### src/rtl/cmx_pkg.sv
package cmx_pkg;

   localparam int NUM_COMP = 3;

   typedef enum logic [1:0] {
      CFG_BLUE_IN  = 2'd0,
      CFG_GREEN_IN = 2'd1,
      CFG_RED_IN   = 2'd2,
      CFG_CTRL     = 2'd3
   } cfg_addr_e;

endpackage

### src/rtl/cmx_cfg_bank.sv
module cmx_cfg_bank
   import cmx_pkg::*;
#(
   parameter int COEF_W = 10,
   parameter int SEL_W  = 3,
   parameter int WORD_W = 32
) (
   input  logic                                  clk,
   input  logic                                  rst_n,
   input  logic                                  wr_en,
   input  logic [1:0]                            wr_addr,
   input  logic [WORD_W-1:0]                     wr_data,
   input  logic                                  frame_strobe,
   output logic [NUM_COMP-1:0][NUM_COMP-1:0][COEF_W-1:0] act_coef,
   output logic [SEL_W-1:0]                      act_sel
);

   localparam int FIELDS_W = NUM_COMP * COEF_W;

   if (FIELDS_W > WORD_W) begin : g_bad_word
      $error("cmx_cfg_bank: coefficient fields do not fit in a word");
   end
   if (SEL_W > WORD_W) begin : g_bad_sel
      $error("cmx_cfg_bank: selector does not fit in a word");
   end

   logic [NUM_COMP-1:0][FIELDS_W-1:0] shd_word, act_word;
   logic [SEL_W-1:0]                  shd_sel;

   always_ff @(posedge clk or negedge rst_n) begin
      if (!rst_n) begin
         shd_word <= '0;
         shd_sel  <= '0;
         act_word <= '0;
         act_sel  <= '0;
      end else begin
         if (frame_strobe) begin
            act_word <= shd_word;
            act_sel  <= shd_sel;
         end
         if (wr_en) begin
            if (wr_addr == CFG_CTRL)
               shd_sel <= wr_data[SEL_W-1:0];
            else
               shd_word[wr_addr] <= wr_data[FIELDS_W-1:0];
         end
      end
   end

   // input component i (0=R,1=G,2=B) lives in word 2-i; output j at field j
   for (genvar i = 0; i < NUM_COMP; i++) begin : g_in
      for (genvar j = 0; j < NUM_COMP; j++) begin : g_out
         assign act_coef[i][j] = act_word[NUM_COMP-1-i][j*COEF_W +: COEF_W];
      end
   end

endmodule

### src/rtl/cmx_dot.sv
module cmx_dot
   import cmx_pkg::*;
#(
   parameter int PIX_W         = 8,
   parameter int COEF_W        = 10,
   parameter bit ROUND_NEAREST = 1'b1,
   localparam int SUM_W        = PIX_W + COEF_W + 2
) (
   input  logic                                 clk,
   input  logic                                 en,
   input  logic [NUM_COMP-1:0][PIX_W-1:0]       pix,
   input  logic [NUM_COMP-1:0][COEF_W-1:0]      coef,
   output logic signed [SUM_W-1:0]              res
);

   localparam int FRAC   = COEF_W - 1;
   localparam int PROD_W = PIX_W + COEF_W;

   if (COEF_W < 3) begin : g_bad_coef
      $error("cmx_dot: coefficient width too small");
   end

   logic [NUM_COMP-1:0][PROD_W-2:0]          umul;
   logic signed [PROD_W-1:0]                 sprod [NUM_COMP];
   logic signed [PROD_W-1:0]                 prod_q [NUM_COMP];
   logic signed [SUM_W-1:0]                  rnd_k;
   logic signed [SUM_W-1:0]                  sum_c;

   for (genvar i = 0; i < NUM_COMP; i++) begin : g_mul
      assign umul[i]  = {{FRAC{1'b0}}, pix[i]} * {{PIX_W{1'b0}}, coef[i][FRAC-1:0]};
      assign sprod[i] = coef[i][FRAC] ? -$signed({1'b0, umul[i]})
                                      :  $signed({1'b0, umul[i]});
   end

   if (ROUND_NEAREST) begin : g_round
      assign rnd_k = SUM_W'(1) <<< (FRAC - 1);
   end else begin : g_trunc
      assign rnd_k = '0;
   end

   always_comb begin
      sum_c = rnd_k;
      for (int i = 0; i < NUM_COMP; i++)
         sum_c = sum_c + $signed({{2{prod_q[i][PROD_W-1]}}, prod_q[i]});
   end

   always_ff @(posedge clk) begin
      if (en) begin
         for (int i = 0; i < NUM_COMP; i++) prod_q[i] <= sprod[i];
         res <= sum_c >>> FRAC;
      end
   end

endmodule

### src/rtl/chan_color_matrix.sv
module chan_color_matrix
   import cmx_pkg::*;
#(
   parameter int PIX_W         = 8,
   parameter int COEF_W        = 10,
   parameter int CHAN_W        = 2,
   parameter int WORD_W        = 32,
   parameter bit ROUND_NEAREST = 1'b1
) (
   input  logic              clk,
   input  logic              rst_n,
   input  logic              cfg_we,
   input  logic [1:0]        cfg_addr,
   input  logic [WORD_W-1:0] cfg_wdata,
   input  logic              frame_strobe,
   input  logic              in_valid,
   output logic              in_ready,
   input  logic [CHAN_W-1:0] in_chan,
   input  logic [PIX_W-1:0]  in_r,
   input  logic [PIX_W-1:0]  in_g,
   input  logic [PIX_W-1:0]  in_b,
   output logic              out_valid,
   input  logic              out_ready,
   output logic [CHAN_W-1:0] out_chan,
   output logic [PIX_W-1:0]  out_r,
   output logic [PIX_W-1:0]  out_g,
   output logic [PIX_W-1:0]  out_b
);

   localparam int SEL_W = CHAN_W + 1;
   localparam int SUM_W = PIX_W + COEF_W + 2;
   localparam int DEPTH = 3;

   if (CHAN_W < 1) begin : g_bad_chan
      $error("chan_color_matrix: need at least one channel bit");
   end

   logic [NUM_COMP-1:0][NUM_COMP-1:0][COEF_W-1:0] act_coef;
   logic [SEL_W-1:0]                              act_sel;

   cmx_cfg_bank #(.COEF_W(COEF_W), .SEL_W(SEL_W), .WORD_W(WORD_W)) u_cfg (
      .clk, .rst_n,
      .wr_en(cfg_we), .wr_addr(cfg_addr), .wr_data(cfg_wdata),
      .frame_strobe,
      .act_coef, .act_sel
   );

   logic                            adv;
   logic [DEPTH-1:0]                vld;
   logic [NUM_COMP-1:0][PIX_W-1:0]  pix_in;
   logic                            apply_in;
   logic [NUM_COMP-1:0][PIX_W-1:0]  pix_d [DEPTH-1];
   logic [CHAN_W-1:0]               chan_d [DEPTH-1];
   logic [DEPTH-2:0]                app_d;
   logic signed [SUM_W-1:0]         res [NUM_COMP];
   logic [NUM_COMP-1:0][PIX_W-1:0]  out_q;
   logic [CHAN_W-1:0]               out_chan_q;

   assign adv      = !vld[DEPTH-1] || out_ready;
   assign in_ready = adv;
   assign pix_in   = {in_b, in_g, in_r};
   assign apply_in = (act_sel != '0) && ({1'b0, in_chan} == act_sel - SEL_W'(1));

   always_ff @(posedge clk or negedge rst_n) begin
      if (!rst_n) vld <= '0;
      else if (adv) vld <= {vld[DEPTH-2:0], in_valid};
   end

   for (genvar j = 0; j < NUM_COMP; j++) begin : g_col
      logic [NUM_COMP-1:0][COEF_W-1:0] col;
      for (genvar i = 0; i < NUM_COMP; i++) begin : g_row
         assign col[i] = act_coef[i][j];
      end
      cmx_dot #(.PIX_W(PIX_W), .COEF_W(COEF_W), .ROUND_NEAREST(ROUND_NEAREST)) u_dot (
         .clk, .en(adv), .pix(pix_in), .coef(col), .res(res[j])
      );
   end

   function automatic logic [PIX_W-1:0] clamp_pix(input logic signed [SUM_W-1:0] v);
      if (v[SUM_W-1])               return '0;
      else if (|v[SUM_W-2:PIX_W])   return '1;
      else                          return v[PIX_W-1:0];
   endfunction

   always_ff @(posedge clk) begin
      if (adv) begin
         pix_d[0]  <= pix_in;
         chan_d[0] <= in_chan;
         app_d[0]  <= apply_in;
         for (int s = 1; s < DEPTH-1; s++) begin
            pix_d[s]  <= pix_d[s-1];
            chan_d[s] <= chan_d[s-1];
            app_d[s]  <= app_d[s-1];
         end
         for (int j = 0; j < NUM_COMP; j++)
            out_q[j] <= app_d[DEPTH-2] ? clamp_pix(res[j]) : pix_d[DEPTH-2][j];
         out_chan_q <= chan_d[DEPTH-2];
      end
   end

   assign out_valid = vld[DEPTH-1];
   assign out_chan  = out_chan_q;
   assign out_r     = out_q[0];
   assign out_g     = out_q[1];
   assign out_b     = out_q[2];

endmodule

### config.mk
export PLATFORM = sky130hd
export DESIGN_NAME = chan_color_matrix
export DESIGN_NICKNAME = d
export VERILOG_FILES = /design/src/rtl/cmx_pkg.sv /design/src/rtl/cmx_cfg_bank.sv /design/src/rtl/cmx_dot.sv /design/src/rtl/chan_color_matrix.sv
export SDC_FILE = /design/constraint.sdc
export NUM_CORES = 2
export LEC_CHECK = 0
export ABC_AREA = 1
export ABC_CLOCK_PERIOD_IN_PS = 9250
export BUFFER_PORTS_ARGS = -buffer_cell sky130_fd_sc_hd__buf_2
export CAP_MARGIN = 20
export CORE_MARGIN = 2
export CORE_UTILIZATION = 50
export CTS_CLUSTER_SIZE = 8
export DETAILED_ROUTE_END_ITERATION = 12
export PLACE_DENSITY_LB_ADDON = 0.1
export SYNTH_ARGS = -nofsm -noshare
export SYNTH_HDL_FRONTEND = slang
export SYNTH_SLANG_ARGS = --single-unit
### constraint.sdc
create_clock -name clk -period 9.25 [get_ports clk]
set_clock_uncertainty 0.1 [all_clocks]
set_input_delay 1.3875 -clock clk [delete_from_list [all_inputs] [get_ports clk]]
set_output_delay 1.3875 -clock clk [all_outputs]
set_load 0.1 [all_outputs]
==> results by group <==
Outcome
  • Status: finished, final reports clean

Worst setup path
  • Crit-path most repeated cell: nand2_1
  • Worst Path Arrival: 6090 ps
  • Setup crit end kind: flop
  • Setup CP Type: in2reg
  • Crit-path cells: buf_2 -> nand2_1 -> fa_1 -> fa_1 -> inv_1 -> fa_1 -> inv_1 -> fa_1 -> inv_1 -> ha_1 -> nand2_1 -> nor2_1 -> nand2_1 -> nand3_1 -> nand2_1 -> nand2_1 -> nand3_1 -> o21ai_2 -> nand3_1 -> nand2_1 -> nand2_1
  • WP data required: 9490 ps
  • CP max stage cell: buf_2
  • Crit path max fanout: 28
  • Slowest cell delay on critical path: 660 ps
  • Crit path launch type: primary input

Yosys
  • Most frequent cell after synthesis: nand2_1
  • Yosys cell types: 45
  • Main flop type after synthesis: edfxtp_1
  • Synth Area in Compound Gates: 4.02%
  • Ranking of synthesized cells by area: fa_1 18%, edfxtp_1 17%, nand2_1 14%
  • Leading area contributor after synthesis: fa_1
  • Mapped Area: 0.0479 mm2
  • Ys async rst share: 40.7%
  • Cells after Synth: 6104
  • Synth top cells by count: 1825 x nand2_1, 1522 x inv_1, 446 x ha_1
  • Synth warn: 0
  • Avg Inst Size Synth: 7.84 um2
  • Main combinational cell family by area after synthesis: adder cells
  • Synth Register Bits: 464
  • Simple-Gate Fraction of Synth Area: 21.0%
  • Multiplexer share of the synthesized area: 1.93%
  • EDFF count, synth: 275
  • Yosys top cell area share: 17.9%
  • Sequential element share of the synthesized area: 27.1%
  • Syn nets: 7045
  • Adder-Cell Fraction of Synth Area: 29.6%
  • Synth Area in XOR/XNOR: 2.70%

Clocking
  • CTS tree: built
  • H-tree Lvls: 3
  • Num CTS Buffers: 70
  • Hold Buf Count CTS: 0
  • Sink Count: 464
  • Postcts setup bufs: 0
  • Post-cts resize count: 0
  • Clock Latency Late Sink: 620 ps
  • Clk buf depth: 3
  • Clock root buffer: clkbuf_16
  • Worst-path clk slew: 50 ps

Finish
  • Syn-to-layout area delta: 7.19%
  • Ratio of cells with drive above 1 in the final layout: 5.44%
  • Nets: 7016

Route
  • Wire length per cell: 15.1 um
  • Drt initial violations: 2235
  • WL final: 112000 um
  • Vias: 36300
  • Antenna viol nets, final: 0
  • Pre-antenna DRT Iters: 6
  • Via density: 4.92
  • Drt drc: 0

Timing
  • Final Hold Vio Count: 0
  • Tmin final: 5840 ps
  • Max Freq: 0.171 GHz
  • Max Slew Vio Count: 0
  • Final Setup Violations: 0
  • Final period util: 63.2%
  • Relative slew slack: 32.3%
  • Setup tns final: 0 ps
  • RSZ-0062 raised after global routing: false
  • Worst Max-Slew Pin Slew: 1010 ps

Place
  • HPWL Detailed: 86300 um
  • I/O Buffers: 91
  • Placer Congestion: 0.857

Global route
  • Total GRT Usage: 23.5%
  • Largest net degree at the start of global routing: 84
  • First-pass GRT wire length: 185000 um
  • Vias in the first global route: 36300
  • Total grt overflow: 0
  • Initial antenna violation count: 5

Floorplan
  • Die W: 313 um
  • Ports: 94
  • Die H: 313 um
  • Die area: 0.0982 mm2
  • Num rows: 113
  • Initial core utilization: 50.4%
  • Core area: 0.0950 mm2

Flow run
  • Max Cap Violations: 0

Worst hold path
  • Hold Path Class: reg2reg
## layout make-up
class,instances,area (um2)
diodes,1,2.50
clock buffers,110,1930
clock inverters,11,143
fillers,9092,43700
inverters,1525,5720
multi-input cells,3911,28400
flip-flops and latches,464,13000
well taps,1265,1580
repair buffers,103,558
## worst paths after layout
check / startpoint / endpoint / slack (ps) / cells past startpoint
min in group asynchronous: rst_n / u_cfg.shd_word[22] / 590 / 1
max: in_b[2] / g_col[1].u_dot.prod_q[0][52] / 3410 / 21
min reg2reg: pix_d[0][20] / pix_d[0][44] / 310 / 0
min: pix_d[0][20] / pix_d[0][44] / 310 / 0
max in group asynchronous: rst_n / u_cfg.act_coef[43] / 7140 / 2
max reg2reg: u_cfg.act_coef[14] / g_col[1].u_dot.prod_q[0][17] / 4270 / 18
## worst max-delay path, delay by kind of cell
family | cells | cell delay [ps]
and+or+nand+nor | 11 | 1200
adders and majority gates | 5 | 2420
AOI/OAI and AO/OA | 1 | 240
buffers and inverters | 4 | 810
## placed cells by master (no fill, tap or decap), types with 3 or more instances in the layout
| cell | synthesis | final |
|---|---|---|
| buf_4 | 2 | 13 |
| a21oi_2 | 3 | 3 |
| nand2_1 | 1825 | 1824 |
| xnor2_1 | 43 | 43 |
| edfxtp_1 | 275 | 275 |
| nand4_1 | 86 | 86 |
| nor2_1 | 238 | 238 |
| ha_1 | 446 | 446 |
| a211oi_1 | 4 | 4 |
| dfrtp_1 | 189 | 189 |
| xor2_1 | 97 | 97 |
| clkinv_2 | 0 | 3 |
| nand2_2 | 27 | 27 |
| clkbuf_8 | 0 | 3 |
| nor2_2 | 4 | 4 |
| inv_1 | 1522 | 1522 |
| a21o_1 | 7 | 7 |
| clkbuf_16 | 0 | 70 |
| inv_2 | 3 | 3 |
| nand3_1 | 235 | 232 |
| xnor2_2 | 4 | 4 |
| fa_1 | 429 | 429 |
| nand3_2 | 3 | 6 |
| nor3_1 | 17 | 17 |
| o21bai_1 | 10 | 10 |
| o21ai_0 | 153 | 153 |
| clkbuf_1 | 167 | 37 |
| buf_2 | 15 | 89 |
| o21ai_4 | 5 | 5 |
| o22ai_1 | 24 | 24 |
| a21oi_1 | 104 | 104 |
| inv_6 | 0 | 4 |
| o21ai_2 | 7 | 7 |
| a31oi_1 | 16 | 16 |
| mux2_2 | 82 | 82 |
| nand3b_1 | 27 | 27 |
## stage by stage
step	std cells	worst slack (ps)	util (%)	area, um2	hold WS [ps]
2_1_floorplan	6104	2720	-	47900	300
3_3_place_gp	7268	2830	51.8	49200	301
3_5_place_dp	7268	2790	51.8	49200	305
4_1_cts	7389	3440	54.0	51300	316
5_1_grt	7390	3060	54.0	51300	322
6_report	7390	3410	54.0	51300	315
## kinds of logic (layout without fill, tap and decap cells)
logic type               Yosys count  in the layout
multiplexers                      82             82
other                              0              1
AO/OA/AOI/OAI                    340            340
AND/OR/NAND/NOR                 2470           2470
adder cells (fa/ha/maj)          875            875
flip-flops                       464            464
buffers and inverters           1729           1749
XOR/XNOR                         144            144
## registers in the layout, summed over array words and instances (netlist names), 3 cells and up
| name | count |
|---|---|
| out_g | 8 |
| out_b | 8 |
| pix_d | 48 |
| chan_d | 4 |
| g_col.u_dot.res | 33 |
| u_cfg.act_coef | 90 |
| u_cfg.act_sel | 3 |
| u_cfg.shd_word | 90 |
| out_r | 8 |
| u_cfg.shd_sel | 3 |
| g_col.u_dot.prod_q | 162 |
| vld | 3 |
## metal layers
layer  part of all wire, %  GRT usage [%]  routed length [um]  up-vias
met5                 0.030              0                  34        -
met4                   2.5           6.46                2760        6
met3                   4.4           3.04                4890      144
met2                    47           40.1               52800      623
met1                    46           31.4               51000    17200
li1                      -              -                   -    18300
Power is left out: the tool's default activity adds up to more than one toggle a clock period on the data nets, which glitch-free logic cannot reach.
